File: config.mk
export PLATFORM = sky130hd
export DESIGN_NAME = enc_capture_ctrl
export DESIGN_NICKNAME = d
export VERILOG_FILES = /design/src/rtl/enc_cap_pkg.sv /design/src/rtl/ecc_sync_edge.sv /design/src/rtl/ecc_preset_ctl.sv /design/src/rtl/ecc_pos_counter.sv /design/src/rtl/ecc_capture.sv /design/src/rtl/enc_capture_ctrl.sv
export SDC_FILE = /design/constraint.sdc
export NUM_CORES = 1
export LEC_CHECK = 0
export BUFFER_PORTS_ARGS = -buffer_cell sky130_fd_sc_hd__buf_4
export CORE_UTILIZATION = 47
export DETAILED_ROUTE_END_ITERATION = 8
export HOLD_SLACK_MARGIN = 0.08
export PLACE_DENSITY = 0.83
export SYNTH_ARGS = -nofsm -noshare
export SYNTH_HDL_FRONTEND = slang
export SYNTH_HIERARCHICAL = 1
export SYNTH_SLANG_ARGS = --single-unit
File: constraint.sdc
create_clock -name clk -period 2.67 [get_ports clk]
set_input_delay 0.1335 -clock clk [delete_from_list [all_inputs] [get_ports clk]]
set_output_delay 0.1335 -clock clk [all_outputs]
set_load 0.03 [all_outputs]
File: src/rtl/enc_cap_pkg.sv
// Package: shared bit positions of the control and status words.
// Assumes an 8-bit control word and an 8-bit status word.
package enc_cap_pkg;
    localparam int CTRL_W       = 8;
    localparam int STAT_W       = 8;
    // control word bit positions
    localparam int CB_REF_ARM   = 0;
    localparam int CB_EXT_RISE  = 1;
    localparam int CB_PRESET    = 2;
    localparam int CB_EXT_FALL  = 3;
    // status word bit positions
    localparam int SB_REF_VLD   = 0;
    localparam int SB_EXT_VLD   = 1;
    localparam int SB_PRE_ACK   = 2;
    localparam int SB_UNDER     = 3;
    localparam int SB_OVER      = 4;
    localparam int SB_EXT_LVL   = 5;

    typedef struct packed {
        logic ref_arm;
        logic ext_rise_arm;
        logic preset_req;
        logic ext_fall_arm;
    } ctrl_fields_t;
endpackage

File: src/rtl/ecc_sync_edge.sv
// ecc_sync_edge: multi-stage synchronizer for one asynchronous input, with
// rise and fall detection on the synchronized level.
// Assumes STAGES >= 2. Edge outputs are one-cycle pulses.
module ecc_sync_edge #(
    parameter int STAGES = 2
) (
    input  logic clk,
    input  logic rst_n,
    input  logic d_async,
    output logic lvl,
    output logic rise,
    output logic fall
);
    logic [STAGES-1:0] chain;
    logic              prev;

    // shift the input through the synchronizer chain
    always_ff @(posedge clk) begin
        if (!rst_n) chain <= '0;
        else        chain <= {chain[STAGES-2:0], d_async};
    end

    // remember the last synchronized level for edge detection
    always_ff @(posedge clk) begin
        if (!rst_n) prev <= 1'b0;
        else        prev <= chain[STAGES-1];
    end

    assign lvl  = chain[STAGES-1];
    assign rise = chain[STAGES-1] & ~prev;
    assign fall = ~chain[STAGES-1] & prev;
endmodule

File: src/rtl/ecc_preset_ctl.sv
// ecc_preset_ctl: turns the preset request level into a one-cycle load
// pulse on its rising edge, and produces the acknowledge flag.
// Assumes the request is already synchronous to clk.
module ecc_preset_ctl (
    input  logic clk,
    input  logic rst_n,
    input  logic req,
    output logic load,
    output logic ack
);
    logic req_q;

    // remember the previous request level
    always_ff @(posedge clk) begin
        if (!rst_n) req_q <= 1'b0;
        else        req_q <= req;
    end

    // acknowledge goes high the cycle after a load while the request stays high
    always_ff @(posedge clk) begin
        if (!rst_n) ack <= 1'b0;
        else        ack <= req & req_q;
    end

    assign load = req & ~req_q;
endmodule

File: src/rtl/ecc_pos_counter.sv
// ecc_pos_counter: wrapping up/down counter with preset load and sticky
// wrap flags. A load takes priority over a step in the same cycle and
// clears both wrap flags.
// Assumes W >= 2.
module ecc_pos_counter #(
    parameter int W = 32
) (
    input  logic         clk,
    input  logic         rst_n,
    input  logic         step,
    input  logic         up,
    input  logic         load,
    input  logic [W-1:0] load_val,
    output logic [W-1:0] count,
    output logic         ovf,
    output logic         unf
);
    localparam logic [W-1:0] CNT_MAX = {W{1'b1}};
    localparam logic [W-1:0] CNT_MIN = '0;

    logic wrap_up;
    logic wrap_dn;

    // detect a step that crosses the counter boundary
    always_comb begin
        wrap_up = step & up  & (count == CNT_MAX);
        wrap_dn = step & ~up & (count == CNT_MIN);
    end

    // counter register: load first, then step
    always_ff @(posedge clk) begin
        if (!rst_n)     count <= '0;
        else if (load)  count <= load_val;
        else if (step)  count <= up ? count + 1'b1 : count - 1'b1;
    end

    // sticky wrap flags, cleared by a preset load
    always_ff @(posedge clk) begin
        if (!rst_n) begin
            ovf <= 1'b0;
            unf <= 1'b0;
        end else if (load) begin
            ovf <= 1'b0;
            unf <= 1'b0;
        end else begin
            if (wrap_up) ovf <= 1'b1;
            if (wrap_dn) unf <= 1'b1;
        end
    end
endmodule

File: src/rtl/ecc_capture.sv
// ecc_capture: shared latch register fed by a reference capture and an
// external-edge capture. Each capture is one-shot and guarded by its own
// valid flag. The reference capture wins a same-cycle contest.
// Assumes all edge and level inputs are synchronous to clk.
module ecc_capture #(
    parameter int W = 32
) (
    input  logic         clk,
    input  logic         rst_n,
    input  logic         ref_arm,
    input  logic         rise_arm,
    input  logic         fall_arm,
    input  logic         ref_lvl,
    input  logic         ref_rise,
    input  logic         ext_rise,
    input  logic         ext_fall,
    input  logic [W-1:0] count,
    output logic [W-1:0] latch_q,
    output logic         ref_vld,
    output logic         ext_vld,
    output logic         ref_take,
    output logic         ext_take
);
    logic ext_hit;

    // decide which capture writes the latch this cycle
    always_comb begin
        ref_take = ref_arm & ref_rise & ~ref_vld;
        ext_hit  = (rise_arm & ext_rise) | (fall_arm & ext_fall);
        ext_take = ext_hit & ~ext_vld & ~ref_take;
    end

    // shared latch register
    always_ff @(posedge clk) begin
        if (!rst_n)                    latch_q <= '0;
        else if (ref_take || ext_take) latch_q <= count;
    end

    // reference valid: set on capture, released once disarmed with input low
    always_ff @(posedge clk) begin
        if (!rst_n)                   ref_vld <= 1'b0;
        else if (ref_take)            ref_vld <= 1'b1;
        else if (!ref_arm && !ref_lvl) ref_vld <= 1'b0;
    end

    // external valid: set on capture, released once both arms are off
    always_ff @(posedge clk) begin
        if (!rst_n)                     ext_vld <= 1'b0;
        else if (ext_take)              ext_vld <= 1'b1;
        else if (!rise_arm && !fall_arm) ext_vld <= 1'b0;
    end
endmodule

File: src/rtl/enc_capture_ctrl.sv
// enc_capture_ctrl: position counter with reference/external capture and
// preset loading, driven by a control word and reporting a status word.
// Assumes ctrl, preset_val, cnt_en and cnt_dir are synchronous to clk;
// ref_in and ext_in may be asynchronous.
module enc_capture_ctrl
    import enc_cap_pkg::*;
#(
    parameter int CNT_W       = 32,
    parameter int SYNC_STAGES = 2
) (
    input  logic              clk,
    input  logic              rst_n,
    input  logic              cnt_en,
    input  logic              cnt_dir,
    input  logic              ref_in,
    input  logic              ext_in,
    input  logic [CNT_W-1:0]  preset_val,
    input  logic [CTRL_W-1:0] ctrl,
    output logic [CNT_W-1:0]  count,
    output logic [CNT_W-1:0]  latch_val,
    output logic [STAT_W-1:0] status
);
    ctrl_fields_t cf;
    logic unused_ctrl_bits;
    logic ref_lvl, ref_rise, ref_fall_nc;
    logic ext_lvl, ext_rise, ext_fall;
    logic preset_load, preset_ack;
    logic ovf, unf;
    logic ref_vld, ext_vld, ref_take, ext_take;

    // unpack the control word fields the block uses
    always_comb begin
        cf.ref_arm      = ctrl[CB_REF_ARM];
        cf.ext_rise_arm = ctrl[CB_EXT_RISE];
        cf.preset_req   = ctrl[CB_PRESET];
        cf.ext_fall_arm = ctrl[CB_EXT_FALL];
    end
    assign unused_ctrl_bits = ^{ctrl[CTRL_W-1:4], ref_fall_nc};

    ecc_sync_edge #(.STAGES(SYNC_STAGES)) u_ref_sync (
        .clk(clk), .rst_n(rst_n), .d_async(ref_in),
        .lvl(ref_lvl), .rise(ref_rise), .fall(ref_fall_nc)
    );

    ecc_sync_edge #(.STAGES(SYNC_STAGES)) u_ext_sync (
        .clk(clk), .rst_n(rst_n), .d_async(ext_in),
        .lvl(ext_lvl), .rise(ext_rise), .fall(ext_fall)
    );

    ecc_preset_ctl u_preset (
        .clk(clk), .rst_n(rst_n), .req(cf.preset_req),
        .load(preset_load), .ack(preset_ack)
    );

    ecc_pos_counter #(.W(CNT_W)) u_counter (
        .clk(clk), .rst_n(rst_n), .step(cnt_en), .up(cnt_dir),
        .load(preset_load), .load_val(preset_val),
        .count(count), .ovf(ovf), .unf(unf)
    );

    ecc_capture #(.W(CNT_W)) u_capture (
        .clk(clk), .rst_n(rst_n),
        .ref_arm(cf.ref_arm), .rise_arm(cf.ext_rise_arm), .fall_arm(cf.ext_fall_arm),
        .ref_lvl(ref_lvl), .ref_rise(ref_rise),
        .ext_rise(ext_rise), .ext_fall(ext_fall),
        .count(count), .latch_q(latch_val),
        .ref_vld(ref_vld), .ext_vld(ext_vld),
        .ref_take(ref_take), .ext_take(ext_take)
    );

    // assemble the status word
    always_comb begin
        status             = '0;
        status[SB_REF_VLD] = ref_vld;
        status[SB_EXT_VLD] = ext_vld;
        status[SB_PRE_ACK] = preset_ack;
        status[SB_UNDER]   = unf;
        status[SB_OVER]    = ovf;
        status[SB_EXT_LVL] = ext_lvl;
    end
endmodule

==> flow_summary.yaml, run 1 <==
place:
  port_buffers: 111
  dp_slack_ns: 0.114
  hpwl_mm: 11.1
  globalplace.congestion: 0.956
cells_and_area:
  drive_above_1_share_pct: 22.9
  mostFrequentLayoutCell: "buf_4"
  syn_to_final_growth_pct: 27.1
  final_cell_mix: "136 x buf_4, 96 x nand2_1, 76 x dfxtp_1"
  antennaDiodeCount: 0
  layout.nets: 823
die:
  start_util_pct: 48.7
  boundaryPins: 118
  core_area_um2: 10400
  dieWidth_um: 106
  row_count: 37
  design.die.area_um2: 11200
  die_h_um: 106
detailed_routing:
  wl_mm: 15.5
  dr.pass1.iters: 6
  drt-wirelength-per-cell_um: 17.5
  vias: 5288
  drcViolationCount: 0
  via_per_inst: 5.96
  postRouteAntennaNets: 0
  drt_iter0_drc: 484
clock_tree:
  clock_sinks: 76
  htreeDepth: 3
  cts_buffer_depth: 2
  clock-root-buffer: "clkbuf_8"
  cts_tree: "done"
  clk_latency_ns: 0.35
  cts_buffers: 9
  clk_pin_slew_ns: 0.09
setup_path:
  worst_setup_path_end_kind: "flop"
  crit_path_max_fanout: 3
  worst-setup-path-type: "reg -> reg"
  startpoint: "u_counter/count[0]"
  r2r_start: "u_counter/count[0]"
  cp_data_arrival_time_ns: 2.76
  crit_path_start_kind: "flop"
  worstPathRequired_ns: 2.89
timing:
  tns_ns: 0
  fin_crit_ns: 2.54
  finalHoldViolCount: 0
  rsz0062_at_grt: "false"
  period_share_pct: 95.3
  finalSetupViolCount: 0
  worst_pin_slew_ns: 0.901
  timing.hold.ws_ns: 0.101
  slew_viol_final: 0
  skew_ns: 0.0161
  setup_slack_ns: 0.126
  max_freq_ghz: 0.393
  max_slew_margin_pct: 39.9
logic_synthesis:
  syn_area_um2: 5050
  avgSynthCellArea_um2: 8.20
  synth_cells: 616
  yosysWarnings: 6
global_routing:
  grt_max_degree: 59
  grt_pass1_vias: 5022
  grtUsageTotal_pct: 27.8
  grt_pass1_wl_mm: 24.8
  antenna_found_initial: 0
  overflow: 0
outcome:
  status: "finished clean"
flow_run:
  cap_violations: 0
hold_path:
  hold_path_class: "in -> reg"
  hold_path_startpoint: "preset_val[25]"
power:
  power_mw: 3.68
  ir_drop_mv: 0.299
  cellLeakagePower_nw: 2.97
  powerDensity_nw_per_um2: 573
## metrics by stage
step | instances | cell area, um2 | util [%]
6_report | 887 | 6420 | 61.9
3_3_place_gp | 849 | 5980 | 57.6
2_1_floorplan | 617 | 5060 | -
4_1_cts | 887 | 6420 | 61.9
3_5_place_dp | 849 | 5980 | 57.6
5_1_grt | 887 | 6420 | 61.9
## flip-flops by register name, indices dropped and copies added (netlist names)
signal,count
u_preset/req_q,1
u_counter/count,32
u_ext_sync/chain,2
u_counter/unf,1
u_ref_sync/prev,1
u_capture/ref_vld,1
u_ref_sync/chain,2
u_counter/ovf,1
u_capture/ext_vld,1
u_preset/ack,1
u_ext_sync/prev,1
u_capture/latch_q,32
## metal layers
metal | part of all wire, % | vias to the layer above | global-route usage [%] | wire (um)
met5 | 0 | - | 0 | 0
met4 | 3.0 | 0 | 10.3 | 465
met3 | 9.0 | 51 | 5.19 | 1400
met2 | 45 | 298 | 44.1 | 6950
met1 | 43 | 2449 | 37.5 | 6710
li1 | - | 2490 | - | -
## final cells by class
cell class | count | area (um2)
Inverter | 10 | 37.5
Sequential cell | 76 | 1520
Tap cell | 136 | 170
Timing Repair Buffer | 159 | 1260
Multi-Input combinational cell | 490 | 3210
Clock buffer | 12 | 165
Fill cell | 872 | 3950
Clock inverter | 4 | 55.1
## final timing paths
| check | slack [ns] | end | cells past startpoint |
|---|---|---|---|
| setup / recovery | 0.13 | u_counter/count[28] | 9 |
| hold / removal | 0.10 | u_counter/count[25] | 3 |
| setup reg to reg | 0.13 | u_counter/count[28] | 9 |
| hold reg to reg | 0.44 | u_ref_sync/chain[1] | 1 |
## worst max-delay path, stage by stage (launching register included)
cell and delay [ns]:
dfxtp_1 0.34, inv_1 0.06, fa_1 0.44, and2b_1 0.27, o211ai_1 0.16, a21bo_1 0.25
nor3b_2 0.21, o41ai_4 0.31, mux2i_1 0.27, o22ai_1 0.11
## report_power, final
part | leakage [nW] | internal (mW) | switching (mW) | total (mW)
clock | 0.109 | 0.514 | 0.456 | 0.970
combinational | 2.24 | 0.572 | 0.809 | 1.38
sequential | 0.623 | 1.21 | 0.114 | 1.33
## timing repair
item | in CTS | in global routing
hold endpoints to repair | 23 | 0
endpoints found under the setup margin | 0 | 2
hold buffers | 22 | 0
resized for setup | 0 | 1
buffers inserted | 0 | 0
Note: power is estimated with default switching activity, not from simulation.
==> run 2, diff against run 1 <==
--- a/config.mk
+++ b/config.mk
@@ -10,6 +10,7 @@
 export DETAILED_ROUTE_END_ITERATION = 8
 export HOLD_SLACK_MARGIN = 0.08
 export PLACE_DENSITY = 0.83
+export SETUP_SLACK_MARGIN = 0.2
 export SYNTH_ARGS = -nofsm -noshare
 export SYNTH_HDL_FRONTEND = slang
 export SYNTH_HIERARCHICAL = 1
==> flow_summary.yaml, run 2 (same netlist as run 1, synthesis figures left out) <==
timing:
  finalSetupViolCount: 0
  period_share_pct: 94.6
  tns_ns: 0
  finalHoldViolCount: 0
  worst_pin_slew_ns: 0.898
  fin_crit_ns: 2.53
  rsz0062_at_grt: "true"
  max_slew_margin_pct: 40.1
  timing.hold.ws_ns: 0.0927
  slew_viol_final: 0
  max_freq_ghz: 0.396
  skew_ns: 0.0108
detailed_routing:
  via_per_inst: 6.01
  wl_mm: 16.1
  dr.pass1.iters: 5
  vias: 5336
  drcViolationCount: 0
  drt_iter0_drc: 452
  drt-wirelength-per-cell_um: 18.1
  postRouteAntennaNets: 0
setup_path:
  worst-setup-path-type: "reg -> reg"
  crit_path_max_fanout: 3
  worst-path-stages: 9
  worstRegToRegCells: 9
  worst_setup_path_end_kind: "flop"
  worstPathRequired_ns: 2.89
  critPathBufInv: 1
  cp_top_family: "compound AO/OA/AOI/OAI gates"
  worst_path_max_delay_cell: "o41ai_4"
  max_stage_delay_ns: 0.44
  r2r_start: "u_counter/count[0]"
  startpoint: "u_counter/count[0]"
  cp_data_arrival_time_ns: 2.75
  crit_path_start_kind: "flop"
  crit_path_cell_trace: "inv_2 > fa_2 > and2b_2 > o211ai_1 > a21bo_2 > nor3b_4 > o41ai_4 > mux2i_1 > o22ai_1"
cells_and_area:
  layout.nets: 825
  syn_to_final_growth_pct: 29.0
  fillers: 861
  seqCellArea_um2: 1530
  post-route-cell-area_um2: 6520
  multi_input_area_um2: 3290
  mostFrequentLayoutCell: "buf_4"
  drive_above_1_share_pct: 25.8
  antennaDiodeCount: 0
  final_cell_mix: "140 x buf_4, 96 x nand2_1, 72 x dfxtp_1"
  largestRegisters: "u_capture/latch_q x32, u_counter/count x32"
power:
  power_mw: 3.77
  seq_power_share_pct: 34.9
  swShare_pct: 36.9
  ir_drop_mv: 0.272
  p_switching_mw: 1.39
  power_frac_comb_pct: 38.2
  powerDensity_nw_per_um2: 578
  clkPwrFrac_pct: 26.8
  power.internal_mw: 2.38
  cellLeakagePower_nw: 2.97
clock_tree:
  clock_sinks: 76
  clk_latency_ns: 0.36
  cts_buffer_depth: 2
  clock-root-buffer: "clkbuf_8"
  cts_buffers: 9
  cts_tree: "done"
  clk_pin_slew_ns: 0.09
  htreeDepth: 3
die:
  boundaryPins: 118
  start_util_pct: 48.7
  design.die.area_um2: 11200
  core_area_um2: 10400
  dieWidth_um: 106
  die_h_um: 106
  row_count: 37
global_routing:
  antenna_found_initial: 0
  grtUsageTotal_pct: 28.2
  overflow: 0
  grt_max_degree: 49
  grt_pass1_wl_mm: 24.7
  grt_pass1_vias: 4943
flow_run:
  cap_violations: 0
place:
  port_buffers: 111
  hpwl_mm: 11.2
  globalplace.congestion: 0.909
  place_area_um2: 5980
hold_path:
  hold_path_startpoint: "ctrl[0]"
  hold_depth: 3
  hold_path_class: "in -> reg"
outcome:
  status: "finished clean"
run 2: cell type report:
| cell class | count | share of cell area (%) |
|---|---|---|
| Multi-Input combinational cell | 490 | 50.4 |
| Sequential cell | 76 | 23.4 |
| Timing Repair Buffer | 161 | 19.5 |
| Tap cell | 136 | 2.61 |
| Clock buffer | 11 | 2.32 |
| Clock inverter | 4 | 1.11 |
| Inverter | 10 | 0.633 |
run 2: worst register-to-register path, cell delays in order, from the launching register on:
cell,delay (ns)
dfxtp_2,0.35
inv_2,0.04
fa_2,0.38
and2b_2,0.24
o211ai_1,0.15
a21bo_2,0.29
nor3b_4,0.18
o41ai_4,0.44
mux2i_1,0.25
o22ai_1,0.08
run 2: per-stage QoR:
step / setup slack, ns / cells / utilization, %
2_1_floorplan: 0.228 / 617 / -
3_3_place_gp: 0.0911 / 848 / 57.6
3_5_place_dp: 0.0102 / 848 / 57.6
4_1_cts: 0.203 / 883 / 61.8
5_1_grt: 0.0753 / 888 / 62.9
6_report: 0.143 / 888 / 62.9
run 2: worst paths after layout:
path,to,slack [ns]
max,u_counter/count[28],0.14
min,u_capture/ref_vld,0.09
max reg2reg,u_counter/count[28],0.14
min reg2reg,u_ref_sync/chain[1],0.45
run 2: per-layer routing:
metal	routed length (um)	track usage [%]	up-vias	part of all wire (%)
met5	0	0	-	0
met4	615	14.6	0	3.8
met3	1300	4.33	52	8.1
met2	7190	42.6	291	45
met1	6980	38.5	2503	43
li1	-	-	2490	-
run 2: what timing repair did:
item / 4_1_cts / 5_1_grt
gates resized for setup: 3 / 18
endpoints found under the hold margin: 21 / 0
gates cloned: 0 / 0
hold buffers: 20 / 0
setup endpoints to repair: 3 / 11
buffers inserted: 0 / 5
pin swaps: 1 / 10
run 2: power groups by stage:
stage / combinational, mW / sequential (mW) / clock (mW)
2_1_floorplan: 0.794 / 1.46 / 0
3_3_place_gp: 1.31 / 1.33 / 0
3_5_place_dp: 1.33 / 1.34 / 0
4_1_cts: 1.37 / 1.31 / 1.02
5_1_grt: 1.54 / 1.33 / 1.07
6_report: 1.44 / 1.32 / 1.01
==> run 3, diff against run 2 <==
--- a/config.mk
+++ b/config.mk
@@ -6,6 +6,7 @@
 export NUM_CORES = 1
 export LEC_CHECK = 0
 export BUFFER_PORTS_ARGS = -buffer_cell sky130_fd_sc_hd__buf_4
+export CORE_MARGIN = 4
 export CORE_UTILIZATION = 47
 export DETAILED_ROUTE_END_ITERATION = 8
 export HOLD_SLACK_MARGIN = 0.08
==> flow_summary.yaml, run 3 (same netlist as run 1, synthesis figures left out) <==
timing:
  period_share_pct: 90.1
  slew_viol_final: 0
  max_slew_margin_pct: 42.0
  timing.hold.ws_ns: 0.0929
  tns_ns: 0
  max_freq_ghz: 0.415
  finalSetupViolCount: 0
  fin_crit_ns: 2.41
  rsz0062_at_grt: "false"
  worst_pin_slew_ns: 0.869
  finalHoldViolCount: 0
  skew_ns: 0.0139
cells_and_area:
  drive_above_1_share_pct: 25.5
  largestRegisters: "u_capture/latch_q x32, u_counter/count x32"
  layout.nets: 830
  post-route-cell-area_um2: 6540
  fillers: 872
  antennaDiodeCount: 0
  seqCellArea_um2: 1540
  mostFrequentLayoutCell: "buf_4"
  multi_input_area_um2: 3250
  fin_util_pct: 62.8
  syn_to_final_growth_pct: 29.4
  final_cell_count_no_fill: 894
  final_cell_mix: "140 x buf_4, 96 x nand2_1, 67 x dfxtp_1"
setup_path:
  cp_top_family: "compound AO/OA/AOI/OAI gates"
  worst-setup-path-type: "reg -> reg"
  crit_path_cell_trace: "inv_1 > fa_1 > and2b_1 > o211ai_1 > a21bo_2 > nor3b_4 > o41ai_4 > mux2i_1 > o22ai_1"
  cp_data_arrival_time_ns: 2.63
  worst_setup_path_end_kind: "flop"
  max_stage_delay_ns: 0.42
  worst_path_max_delay_cell: "fa_1"
  crit_path_max_fanout: 3
  critPathBufInv: 1
  crit_path_start_kind: "flop"
  worstPathRequired_ns: 2.90
power:
  ir_drop_mv: 0.317
  cellLeakagePower_nw: 3.00
  powerDensity_nw_per_um2: 574
global_routing:
  antenna_found_initial: 0
  grt_pass1_vias: 5066
  use_met3_pct: 4.18
  top_usage_layer: "met2"
  overflow: 0
  grtUsageMet1_pct: 35.8
  grt_pass1_wl_mm: 26.1
  grt_max_degree: 48
  grtUsageTotal_pct: 25.6
  met2_usage_pct: 40.2
detailed_routing:
  via_per_inst: 5.95
  postRouteAntennaNets: 0
  drt-wirelength-per-cell_um: 18.6
  drt_iter0_drc: 470
  wl_mm: 16.6
  drcViolationCount: 0
  vias: 5316
  dr.pass1.iters: 5
die:
  row_count: 37
  core_area_um2: 10400
  dieWidth_um: 112
  boundaryPins: 118
  die_h_um: 112
  start_util_pct: 48.5
  design.die.area_um2: 12500
hold_path:
  hold_path_class: "in -> reg"
clock_tree:
  clock-root-buffer: "clkbuf_8"
  clk_latency_ns: 0.35
  cts_tree: "done"
  cts_buffer_depth: 2
  cts_buffers: 9
  htreeDepth: 3
  clock_sinks: 76
  clk_pin_slew_ns: 0.09
outcome:
  status: "finished clean"
place:
  hpwl_mm: 11.8
  port_buffers: 111
  dpl.cell_count: 849
  place_area_um2: 5980
  globalplace.congestion: 0.940
flow_run:
  cap_violations: 0
run 3: cell type report:
cell class / count / share of cell area, %
Clock inverter: 6 / 1.36
Tap cell: 136 / 2.60
Multi-Input combinational cell: 490 / 49.7
Sequential cell: 76 / 23.5
Inverter: 10 / 0.631
Clock buffer: 10 / 1.95
Timing Repair Buffer: 166 / 20.2
run 3: metrics by stage:
stage	power (mW)	setup slack [ns]
after floorplan	2.26	0.228
after global placement	2.66	0.148
after detailed placement	2.68	0.0919
after CTS	3.69	0.208
after global routing	3.92	0.200
final	3.75	0.263
run 3: worst reg2reg max path: stages, from the launching register on:
cell      delay, ns
dfxtp_4        0.35
inv_1          0.05
fa_1           0.42
and2b_1        0.23
o211ai_1       0.13
a21bo_2        0.28
nor3b_4        0.17
o41ai_4        0.32
mux2i_1        0.23
o22ai_1        0.09
run 3: path summary, 6_finish.rpt:
path,from,endpoint,slack [ns],depth (start not counted)
setup / recovery,u_counter/count[0],u_counter/count[28],0.26,9
hold / removal,preset_val[27],u_counter/count[27],0.09,4
setup reg to reg,u_counter/count[0],u_counter/count[28],0.26,9
hold reg to reg,u_ref_sync/chain[0],u_ref_sync/chain[1],0.45,1
run 3: repair_timing:
| action | CTS | global route |
|---|---|---|
| endpoints found under the hold margin | 26 | 0 |
| hold buffers | 25 | 0 |
| endpoints found under the setup margin | 3 | 12 |
| gates resized for setup | 1 | 18 |
| gates cloned | 0 | 0 |
| buffers inserted | 2 | 2 |
| pin swaps | 2 | 2 |
run 3: routing by layer:
layer	vias to the layer above	part of all wire, %
met3	39	8.5
met2	275	46
li1	2502	-
met4	0	2.7
met5	-	0
met1	2500	43
run 3: power by group:
group,leakage [nW],total (mW),switching (mW),internal [mW]
Clock,0.102,0.992,0.464,0.527
Combinational,2.27,1.44,0.842,0.596
Sequential,0.626,1.32,0.106,1.22
Total,3.00,3.75,1.41,2.34
